`config.mk`:
```
export PLATFORM = sky130hd
export DESIGN_NAME = sdcmd_engine
export DESIGN_NICKNAME = d
export VERILOG_FILES = /design/src/rtl/sdcmd_pkg.sv /design/src/rtl/sdcmd_crc7.sv /design/src/rtl/sdcmd_tx.sv /design/src/rtl/sdcmd_engine.sv
export SDC_FILE = /design/constraint.sdc
export NUM_CORES = 1
export LEC_CHECK = 0
export ABC_CLOCK_PERIOD_IN_PS = 3700
export BUFFER_PORTS_ARGS = -buffer_cell sky130_fd_sc_hd__clkbuf_2
export CORE_UTILIZATION = 60
export DETAILED_ROUTE_END_ITERATION = 16
export PLACE_DENSITY = 0.84
export SLEW_MARGIN = 5
export SYNTH_ARGS = -nofsm -noshare
export SYNTH_HDL_FRONTEND = slang
export SYNTH_HIERARCHICAL = 1
export SYNTH_SLANG_ARGS = --single-unit
```
`constraint.sdc`:
```
create_clock -name clk_i -period 3.7 [get_ports clk_i]
set_clock_uncertainty 0.05 [all_clocks]
set_input_delay 0.37 -clock clk_i [delete_from_list [all_inputs] [get_ports clk_i]]
set_output_delay 0.37 -clock clk_i [all_outputs]
set_load 0.01 [all_outputs]
```
`src/rtl/sdcmd_pkg.sv`:
```
package sdcmd_pkg;
  typedef enum logic [1:0] {RSP_NONE = 2'd0, RSP_LONG = 2'd1, RSP_SHORT = 2'd2, RSP_BUSY = 2'd3} rsp_e;
  typedef enum logic [2:0] {ST_IDLE, ST_TX, ST_WAIT, ST_RX, ST_BUSY} st_e;

  localparam int FRAME_W = 48;
  localparam int LONG_W  = 136;

  function automatic logic [6:0] crc7_step(logic [6:0] c, logic b);
    logic fb;
    fb = b ^ c[6];
    return {c[5:0], 1'b0} ^ (fb ? 7'h09 : 7'h00);
  endfunction

  function automatic logic [6:0] crc7_40(logic [39:0] v);
    logic [6:0] c;
    c = '0;
    for (int i = 39; i >= 0; i--) c = crc7_step(c, v[i]);
    return c;
  endfunction
endpackage

```
`src/rtl/sdcmd_crc7.sv`:
```
module sdcmd_crc7 (
  input  logic       clk_i,
  input  logic       rst_ni,
  input  logic       clr_i,
  input  logic       en_i,
  input  logic       bit_i,
  output logic [6:0] crc_o
);
  import sdcmd_pkg::*;
  always_ff @(posedge clk_i or negedge rst_ni) begin
    if (!rst_ni)    crc_o <= '0;
    else if (clr_i) crc_o <= '0;
    else if (en_i)  crc_o <= crc7_step(crc_o, bit_i);
  end
endmodule

```
`src/rtl/sdcmd_tx.sv`:
```
module sdcmd_tx #(
  parameter int W = 48
) (
  input  logic         clk_i,
  input  logic         rst_ni,
  input  logic         load_i,
  input  logic [W-1:0] frame_i,
  input  logic         shift_i,
  output logic         bit_o,
  output logic         last_o
);
  localparam int CW = $clog2(W);
  logic [W-1:0]  sh_q;
  logic [CW-1:0] cnt_q;

  always_ff @(posedge clk_i or negedge rst_ni) begin
    if (!rst_ni) begin
      sh_q  <= '0;
      cnt_q <= '0;
    end else if (load_i) begin
      sh_q  <= frame_i;
      cnt_q <= '0;
    end else if (shift_i) begin
      sh_q  <= {sh_q[W-2:0], 1'b1};
      cnt_q <= cnt_q + 1'b1;
    end
  end

  assign bit_o  = sh_q[W-1];
  assign last_o = (cnt_q == CW'(W - 1));
endmodule

```
`src/rtl/sdcmd_engine.sv`:
```
module sdcmd_engine #(
  parameter int TIMEOUT_CYC = 64
) (
  input  logic        clk_i,
  input  logic        rst_ni,
  input  logic        sd_stb_i,
  input  logic        cmd_wr_i,
  input  logic [31:0] cmd_word_i,
  input  logic [31:0] cmd_arg_i,
  input  logic        srst_cmd_i,
  input  logic        cmd_i,
  input  logic        dat0_i,
  output logic        cmd_o,
  output logic        cmd_oe_o,
  output logic        cmd_inhibit_o,
  output logic        int_done_o,
  output logic        int_timeout_o,
  output logic        int_crc_o,
  output logic        int_end_o,
  output logic        int_index_o,
  output logic [31:0] resp0_o,
  output logic [31:0] resp1_o,
  output logic [31:0] resp2_o,
  output logic [31:0] resp3_o
);
  import sdcmd_pkg::*;

  localparam int TO_W = (TIMEOUT_CYC > 1) ? $clog2(TIMEOUT_CYC) : 1;
  localparam int RC_W = $clog2(LONG_W + 1);

  st_e              state_q;
  rsp_e             rtype_q;
  logic             crc_chk_q, idx_chk_q;
  logic [5:0]       idx_q;
  logic [LONG_W-1:0] rx_q;
  logic [LONG_W-1:0] rx_next;
  logic [RC_W-1:0]  rcnt_q;
  logic [TO_W-1:0]  tcnt_q;
  logic [6:0]       crc_rx;
  logic             tx_bit, tx_last;

  wire accept   = cmd_wr_i && (state_q == ST_IDLE) && !srst_cmd_i;
  wire is_long  = (rtype_q == RSP_LONG);
  wire rx_last  = (rcnt_q == (is_long ? RC_W'(LONG_W - 1) : RC_W'(FRAME_W - 1)));
  wire in_crc   = is_long ? (rcnt_q >= RC_W'(8) && rcnt_q < RC_W'(LONG_W - 8))
                          : (rcnt_q < RC_W'(FRAME_W - 8));
  wire crc_en   = sd_stb_i && (state_q == ST_RX) && in_crc;

  logic [39:0]        tx_head;
  logic [FRAME_W-1:0] tx_frame;
  assign tx_head  = {2'b01, cmd_word_i[29:24], cmd_arg_i};
  assign tx_frame = {tx_head, crc7_40(tx_head), 1'b1};
  assign rx_next  = {rx_q[LONG_W-2:0], cmd_i};

  wire crc_bad = crc_chk_q && (rx_next[7:1] != crc_rx);
  wire idx_bad = idx_chk_q && !is_long && (rx_next[45:40] != idx_q);
  wire end_bad = !rx_next[0];

  sdcmd_tx #(.W(FRAME_W)) u_tx (
    .clk_i   (clk_i),
    .rst_ni  (rst_ni),
    .load_i  (accept),
    .frame_i (tx_frame),
    .shift_i (sd_stb_i && state_q == ST_TX),
    .bit_o   (tx_bit),
    .last_o  (tx_last)
  );

  sdcmd_crc7 u_crc (
    .clk_i  (clk_i),
    .rst_ni (rst_ni),
    .clr_i  (state_q == ST_WAIT),
    .en_i   (crc_en),
    .bit_i  (cmd_i),
    .crc_o  (crc_rx)
  );

  always_ff @(posedge clk_i or negedge rst_ni) begin
    if (!rst_ni) begin
      state_q   <= ST_IDLE;
      rtype_q   <= RSP_NONE;
      crc_chk_q <= 1'b0;
      idx_chk_q <= 1'b0;
      idx_q     <= '0;
      rx_q      <= '0;
      rcnt_q    <= '0;
      tcnt_q    <= '0;
      cmd_o     <= 1'b1;
      cmd_oe_o  <= 1'b0;
      {int_done_o, int_timeout_o, int_crc_o, int_end_o, int_index_o} <= '0;
      {resp3_o, resp2_o, resp1_o, resp0_o} <= '0;
    end else if (srst_cmd_i) begin
      state_q  <= ST_IDLE;
      cmd_o    <= 1'b1;
      cmd_oe_o <= 1'b0;
      {int_done_o, int_timeout_o, int_crc_o, int_end_o, int_index_o} <= '0;
    end else begin
      if (sd_stb_i) begin
        cmd_oe_o <= (state_q == ST_TX);
        cmd_o    <= (state_q == ST_TX) ? tx_bit : 1'b1;
      end
      unique case (state_q)
        ST_IDLE: if (accept) begin
          state_q   <= ST_TX;
          rtype_q   <= rsp_e'(cmd_word_i[17:16]);
          crc_chk_q <= cmd_word_i[19];
          idx_chk_q <= cmd_word_i[20];
          idx_q     <= cmd_word_i[29:24];
          {int_done_o, int_timeout_o, int_crc_o, int_end_o, int_index_o} <= '0;
        end
        ST_TX: if (sd_stb_i && tx_last) begin
          tcnt_q <= '0;
          if (rtype_q == RSP_NONE) begin
            int_done_o <= 1'b1;
            state_q    <= ST_IDLE;
          end else begin
            state_q <= ST_WAIT;
          end
        end
        ST_WAIT: if (sd_stb_i) begin
          if (!cmd_i) begin
            state_q <= ST_RX;
            rcnt_q  <= RC_W'(1);
            rx_q    <= rx_next;
          end else if (tcnt_q == TO_W'(TIMEOUT_CYC - 1)) begin
            int_timeout_o <= 1'b1;
            state_q       <= ST_IDLE;
          end else begin
            tcnt_q <= tcnt_q + 1'b1;
          end
        end
        ST_RX: if (sd_stb_i) begin
          rx_q   <= rx_next;
          rcnt_q <= rcnt_q + 1'b1;
          if (rx_last) begin
            if (is_long) {resp3_o, resp2_o, resp1_o, resp0_o} <= {8'h00, rx_next[127:8]};
            else         resp0_o <= rx_next[39:8];
            int_crc_o   <= crc_bad;
            int_index_o <= idx_bad;
            int_end_o   <= end_bad;
            if (crc_bad || idx_bad || end_bad) state_q <= ST_IDLE;
            else if (rtype_q == RSP_BUSY)      state_q <= ST_BUSY;
            else begin
              int_done_o <= 1'b1;
              state_q    <= ST_IDLE;
            end
          end
        end
        ST_BUSY: if (sd_stb_i && dat0_i) begin
          int_done_o <= 1'b1;
          state_q    <= ST_IDLE;
        end
        default: state_q <= ST_IDLE;
      endcase
    end
  end

  assign cmd_inhibit_o = (state_q != ST_IDLE);

  AST_ACCEPT_INHIBIT: assert property (@(posedge clk_i) disable iff (!rst_ni)
    accept |=> cmd_inhibit_o);
  AST_SRST_ABORT: assert property (@(posedge clk_i) disable iff (!rst_ni)
    srst_cmd_i |=> (!cmd_inhibit_o && !cmd_oe_o && cmd_o));
  AST_DONE_EXCL: assert property (@(posedge clk_i) disable iff (!rst_ni)
    int_done_o |-> !(int_timeout_o || int_crc_o || int_end_o || int_index_o));
  AST_START_BIT: assert property (@(posedge clk_i) disable iff (!rst_ni)
    $rose(cmd_oe_o) |-> !cmd_o);
  AST_BUSY_HOLD: assert property (@(posedge clk_i) disable iff (!rst_ni)
    (state_q == ST_BUSY && !dat0_i && !srst_cmd_i) |=> (cmd_inhibit_o && !int_done_o));
  AST_IGNORE_WR: assert property (@(posedge clk_i) disable iff (!rst_ni)
    (cmd_wr_i && cmd_inhibit_o && !srst_cmd_i) |=> $stable(idx_q));
endmodule

```
Word level (Yosys, flattened, before mapping)
Cells that the tools add are included.
{"block": "word_totals", "elab_cells": 276, "regBits": 342, "out_inout_bits": 136}
{"block": "op_classes", "n_bitwise": 78, "muxes": 105, "eq_ne": 29, "order_cmp": 3, "n_addsub": 3, "n_reduce_logical": 36}
{"cell": "127-bit 2-to-1 mux", "count": 3}
{"cell": "127-bit case mux with 2 select lines", "count": 1}
{"cell": "7-bit by 4-bit bitwise XOR with 7-bit output", "count": 36}
{"cell": "4-bit 2-to-1 mux", "count": 39}
{"cell": "48-bit 2-to-1 mux", "count": 2}
{"cell": "6-bit 2-to-1 mux", "count": 6}
{"cell": "1-bit bitwise XOR", "count": 36}
{"cell": "3-bit 2-to-1 mux", "count": 11}
{"cell": "8-bit 2-to-1 mux", "count": 4}
{"cell": "1-bit 2-to-1 mux", "count": 28}
{"cell": "3-bit != test (second input constant)", "count": 9}
{"cell": "8-bit case mux with 2 select lines", "count": 1}
{"cell": "3-bit case mux with 5 select lines", "count": 1}
{"cell": "5-bit AND reduction", "count": 3}
{"cell": "7-bit 2-to-1 mux", "count": 2}
{"cell": "6-bit by 1-bit adder with 6-bit output (second input constant)", "count": 2}
{"cell": "6-bit equality test (second input constant)", "count": 2}
{"cell": "6-bit case mux with 2 select lines", "count": 1}
{"cell": "1-bit logical AND", "count": 11}
{"cell": "2-bit != test (second input constant)", "count": 5}
{"cell": "2-bit nonzero test", "count": 5}
{"cell": "9-bit AND reduction", "count": 1}
{"cell": "3-bit nonzero test", "count": 3}
{"cell": "8-bit by 1-bit adder with 8-bit output (second input constant)", "count": 1}
{"cell": "other kinds (31)", "count": 41}

Longest topological paths before layout
{"block": "logic_depth", "depth_word": 110, "ltp_mapped": 9}

Modules after synthesis
Netlist, hierarchy kept.
{"module": "sdcmd_engine", "cells_each": 1072, "n_inst": 1, "area_per_inst_um2": 12015.3}
{"module": "sdcmd_tx", "cells_each": 237, "n_inst": 1, "area_per_inst_um2": 2464.9}
{"module": "sdcmd_crc7", "cells_each": 28, "n_inst": 1, "area_per_inst_um2": 307.8}

Worst setup path before layout
No wires, ideal clock.
{"block": "synth_path", "path_type": "input-to-reg", "from": "in srst_cmd_i", "to": "reg resp1_o[24]", "setup_time_ps": 125, "path_buffers": 3, "path_slack_ps": 1399, "stages": 7, "arrival_time_ps": 2126, "path_cell_list": "clkbuf_1 nor2_2 nand3_1 nor4_2 buf_2 buf_4 mux2_2"}
{"block": "synth_between", "elab_chain_cells": 2}
{"element": "start: declaration", "line": "sdcmd_engine.sv:10", "source": "input logic srst_cmd_i,"}
{"element": "1-bit NOT (no source line)"}
{"element": "5-bit AND reduction (no source line)"}
{"element": "end signal: assignment", "line": "sdcmd_engine.sv:136", "source": "if (is_long) {resp3_o, resp2_o, resp1_o, resp0_o} <= {8'h00, rx_next[127:8]};"}
{"element": "end: declaration", "line": "sdcmd_engine.sv:22", "source": "output logic [31:0] resp1_o,"}
Every way passes these cells.
A chain may end at the register's enable or synchronous reset.

Worst setup path in the final report
{"block": "layout_path", "from": "reg state_q[2]", "to": "reg resp1_o[25]"}
{"block": "layout_between", "elab_chain_cells": 2}
{"element": "start: declaration", "line": "sdcmd_engine.sv:31", "source": "st_e state_q;"}
{"element": "start signal: assignment", "line": "sdcmd_engine.sv:80", "source": "state_q <= ST_IDLE;"}
{"element": "start signal: assignment", "line": "sdcmd_engine.sv:93", "source": "state_q <= ST_IDLE;"}
{"element": "start signal: assignment", "line": "sdcmd_engine.sv:104", "source": "state_q <= ST_TX;"}
{"element": "3-bit by 2-bit equality test with 1-bit output", "line": "sdcmd_engine.sv:102", "source": "unique case (state_q)"}
{"element": "5-bit AND reduction (no source line)"}
Every way passes these cells.

==> impl_results.md <==
* Status: complete, no violations
* Post-DRT Antenna Nets at 0
* Worst VDD drop at 0.581 mV
* Vias per std cell at 5.40
* Initial DRT Pass Iterations at 5
* Number of core rows at 57
* Vias in the first global route at 10.0k
* Hold_buf cts at 1
* Post_cts resized at 0
* CTS Buf Count at 37
* Core Region at 24200 µm²
* Crit path required time at 4.04 ns
* Post-layout instance area at 17200 µm²
* Inserted Diodes at 0
* Port bufs at 176
* Share of layout cells above drive strength 1 at 26.4%
* Initial antenna violation count at 0
* Worst-path fanout max at 65
* Pwr Density at 585 nW/µm²
* EDFF count, synth at 0
* Initial Utilization at 61.0%
* Total negative slack at 0 ns
* Max Root-Sink Buffers at 3
* Flops & latches, synth at 342
* First-pass GRT wire length at 50.1 mm
* Multi-input gate area at 5880 µm²
* Register area at 8560 µm²
* Final Total Pwr at 0.0100 W
* # clock sinks at 342
* Die Width at 159 µm
* Maximum number of pins on one net before global-route repair at 128
* Routed length per instance at 15.9 µm
* Via Count at 9981
* Fin. Hold Viols at 0
* H-tree levels at 2
* Tcrit/Tclk final at 69.6%
* Commonest non-fill, non-tap cell in the layout: nand2_1
* Slew Viols, Final at 0
* Placed Area at 16000 µm²
* Hold Path Class: in -> reg
* DP Wirelength at 18.9 mm
* GPL Wtd Cong at 0.823
* Arr. time, crit path at 2.91 ns
* Type of origin of the critical path: flip-flop
* Achievable frequency at 0.388 GHz
* Post-synth top flop: dfrtp_1
* Max-capacitance violation count at 0
* Setup ws final at 1.12 ns
* CTS tree: yes
* Boundary Pins at 207
* Final min period at 2.58 ns
* Leakage at 8.97 nW
* Final Util at 70.8%
* Fillers at 1708
* Dpl ws at 1.13 ns
* Slew of the pin with the lowest slew margin at 1.16 ns
* CP Capture Type: flip-flop
* Setup CP Type: reg -> reg
* Die Y at 159 µm
* Final net count at 1574
* Post-Route WL at 29.3 mm
* RSZ-0062 raised after global routing: false
* DRC at 0
* Clock Latency Late Sink at 0.51 ns
* Area delta synth->final at 16.0%
* # setup viols final at 0
* Sequential fraction of the synthesis area at 57.9%
* Post-CTS setup buffers at 0
* Root buffer cell: clkbuf_16
* Syn. warnings at 6
* Syn_area_per_cell at 11.1 µm²
* Slew HR at 22.2%
* Gr usage total at 24.2%
* DR iter-0 viols at 999
* Clock transition at path regs at 0.06 ns
* Most frequent cells in the layout: nand2_1 (441), dfrtp_1 (341), clkbuf_2 (175)
* Die Area at 25300 µm²
* Gr ovfl total at 0
* Library cells used by synthesis at 53
* FFs w/ async S/R, synth at 100%
* Cell count after synthesis at 1337
* Mapped cell area at 14800 µm²
## path summary, 6_finish.rpt
kind | start | end | slack (ns) | cells past startpoint
setup / recovery | state_q[2]$_DFFE_PN0P_ | resp1_o[25]$_DFFE_PN0P_ | 1.12 | 5
hold / removal | cmd_arg_i[7] | u_tx/sh_q[15]$_DFFE_PN0P_ | 0.05 | 3
setup reg to reg | state_q[2]$_DFFE_PN0P_ | resp1_o[25]$_DFFE_PN0P_ | 1.12 | 5
hold reg to reg | rx_q[10]$_DFFE_PN0P_ | rx_q[11]$_DFFE_PN0P_ | 0.43 | 2
max in group asynchronous | rst_ni | resp2_o[11]$_DFFE_PN0P_ | 2.21 | 3
min in group asynchronous | rst_ni | resp0_o[4]$_DFFE_PN0P_ | 0.37 | 2
## per-stage QoR
step	hold slack, ns	instances
after global placement	0.323	1783
after floorplan	0.0244	1346
after global routing	0.0382	1848
final	0.0475	1848
after detailed placement	0.322	1783
after CTS	0.0310	1848
## worst max-delay path, cell delays in order, from the launching register on
cell,delay (ns)
dfrtp_1,0.50
nor2_2,0.29
nand3_1,0.30
nor4_4,0.51
buf_12,0.37
mux2_2,0.39
## cells by family after synthesis
kind of cell,synth area share (%)
flops,57.9
xor+xnor,7.21
simple gates,14.3
other cells,0.0508
fa+ha+maj,0.338
compound gates,3.50
buf+inv,2.75
mux,14.0
## metal layers
layer  routed length [µm]  vias up  track usage (%)
met1                12500     4951             32.6
li1                     -     4699                -
met4                  827        0             8.09
met3                 1310       60             4.12
met2                14700      271             40.3
met5                    0        -                0
## layout make-up
cell class | instances | area share (%)
Sequential cell | 342 | 49.9
Multi-Input combinational cell | 917 | 34.3
Clock buffer | 53 | 6.34
Timing Repair Buffer | 190 | 6.33
Tap cell | 324 | 2.36
Clock inverter | 11 | 0.583
Inverter | 11 | 0.241
## Yosys cell counts (9+ instances only)
cell	n	share of area, %
a21oi_1	9	0.30
buf_2	13	0.44
buf_4	17	0.86
clkbuf_1	45	1.1
dfrtp_1	341	58
inv_1	11	0.28
mux2_2	134	10
mux2i_1	56	3.8
nand2_1	441	11
nand3_1	11	0.37
nor2_1	38	0.96
o21ai_0	55	1.9
xnor2_1	46	2.7
xor2_1	28	1.7
## registers in the layout, summed over array words and instances, names as in the netlist, 7 cells and up
name,cells
rx_q,127
u_tx/sh_q,48
resp0_o,32
resp1_o,32
resp2_o,32
resp3_o,24
rcnt_q,8
u_crc/crc_o,7
## power by group
part           internal (W)  total, W  switching, W
combinational      0.000978   0.00206       0.00109
clock               0.00212   0.00356       0.00143
sequential          0.00414   0.00442      0.000288
total               0.00724    0.0100       0.00281
Note: power is estimated with default switching activity, not from simulation.
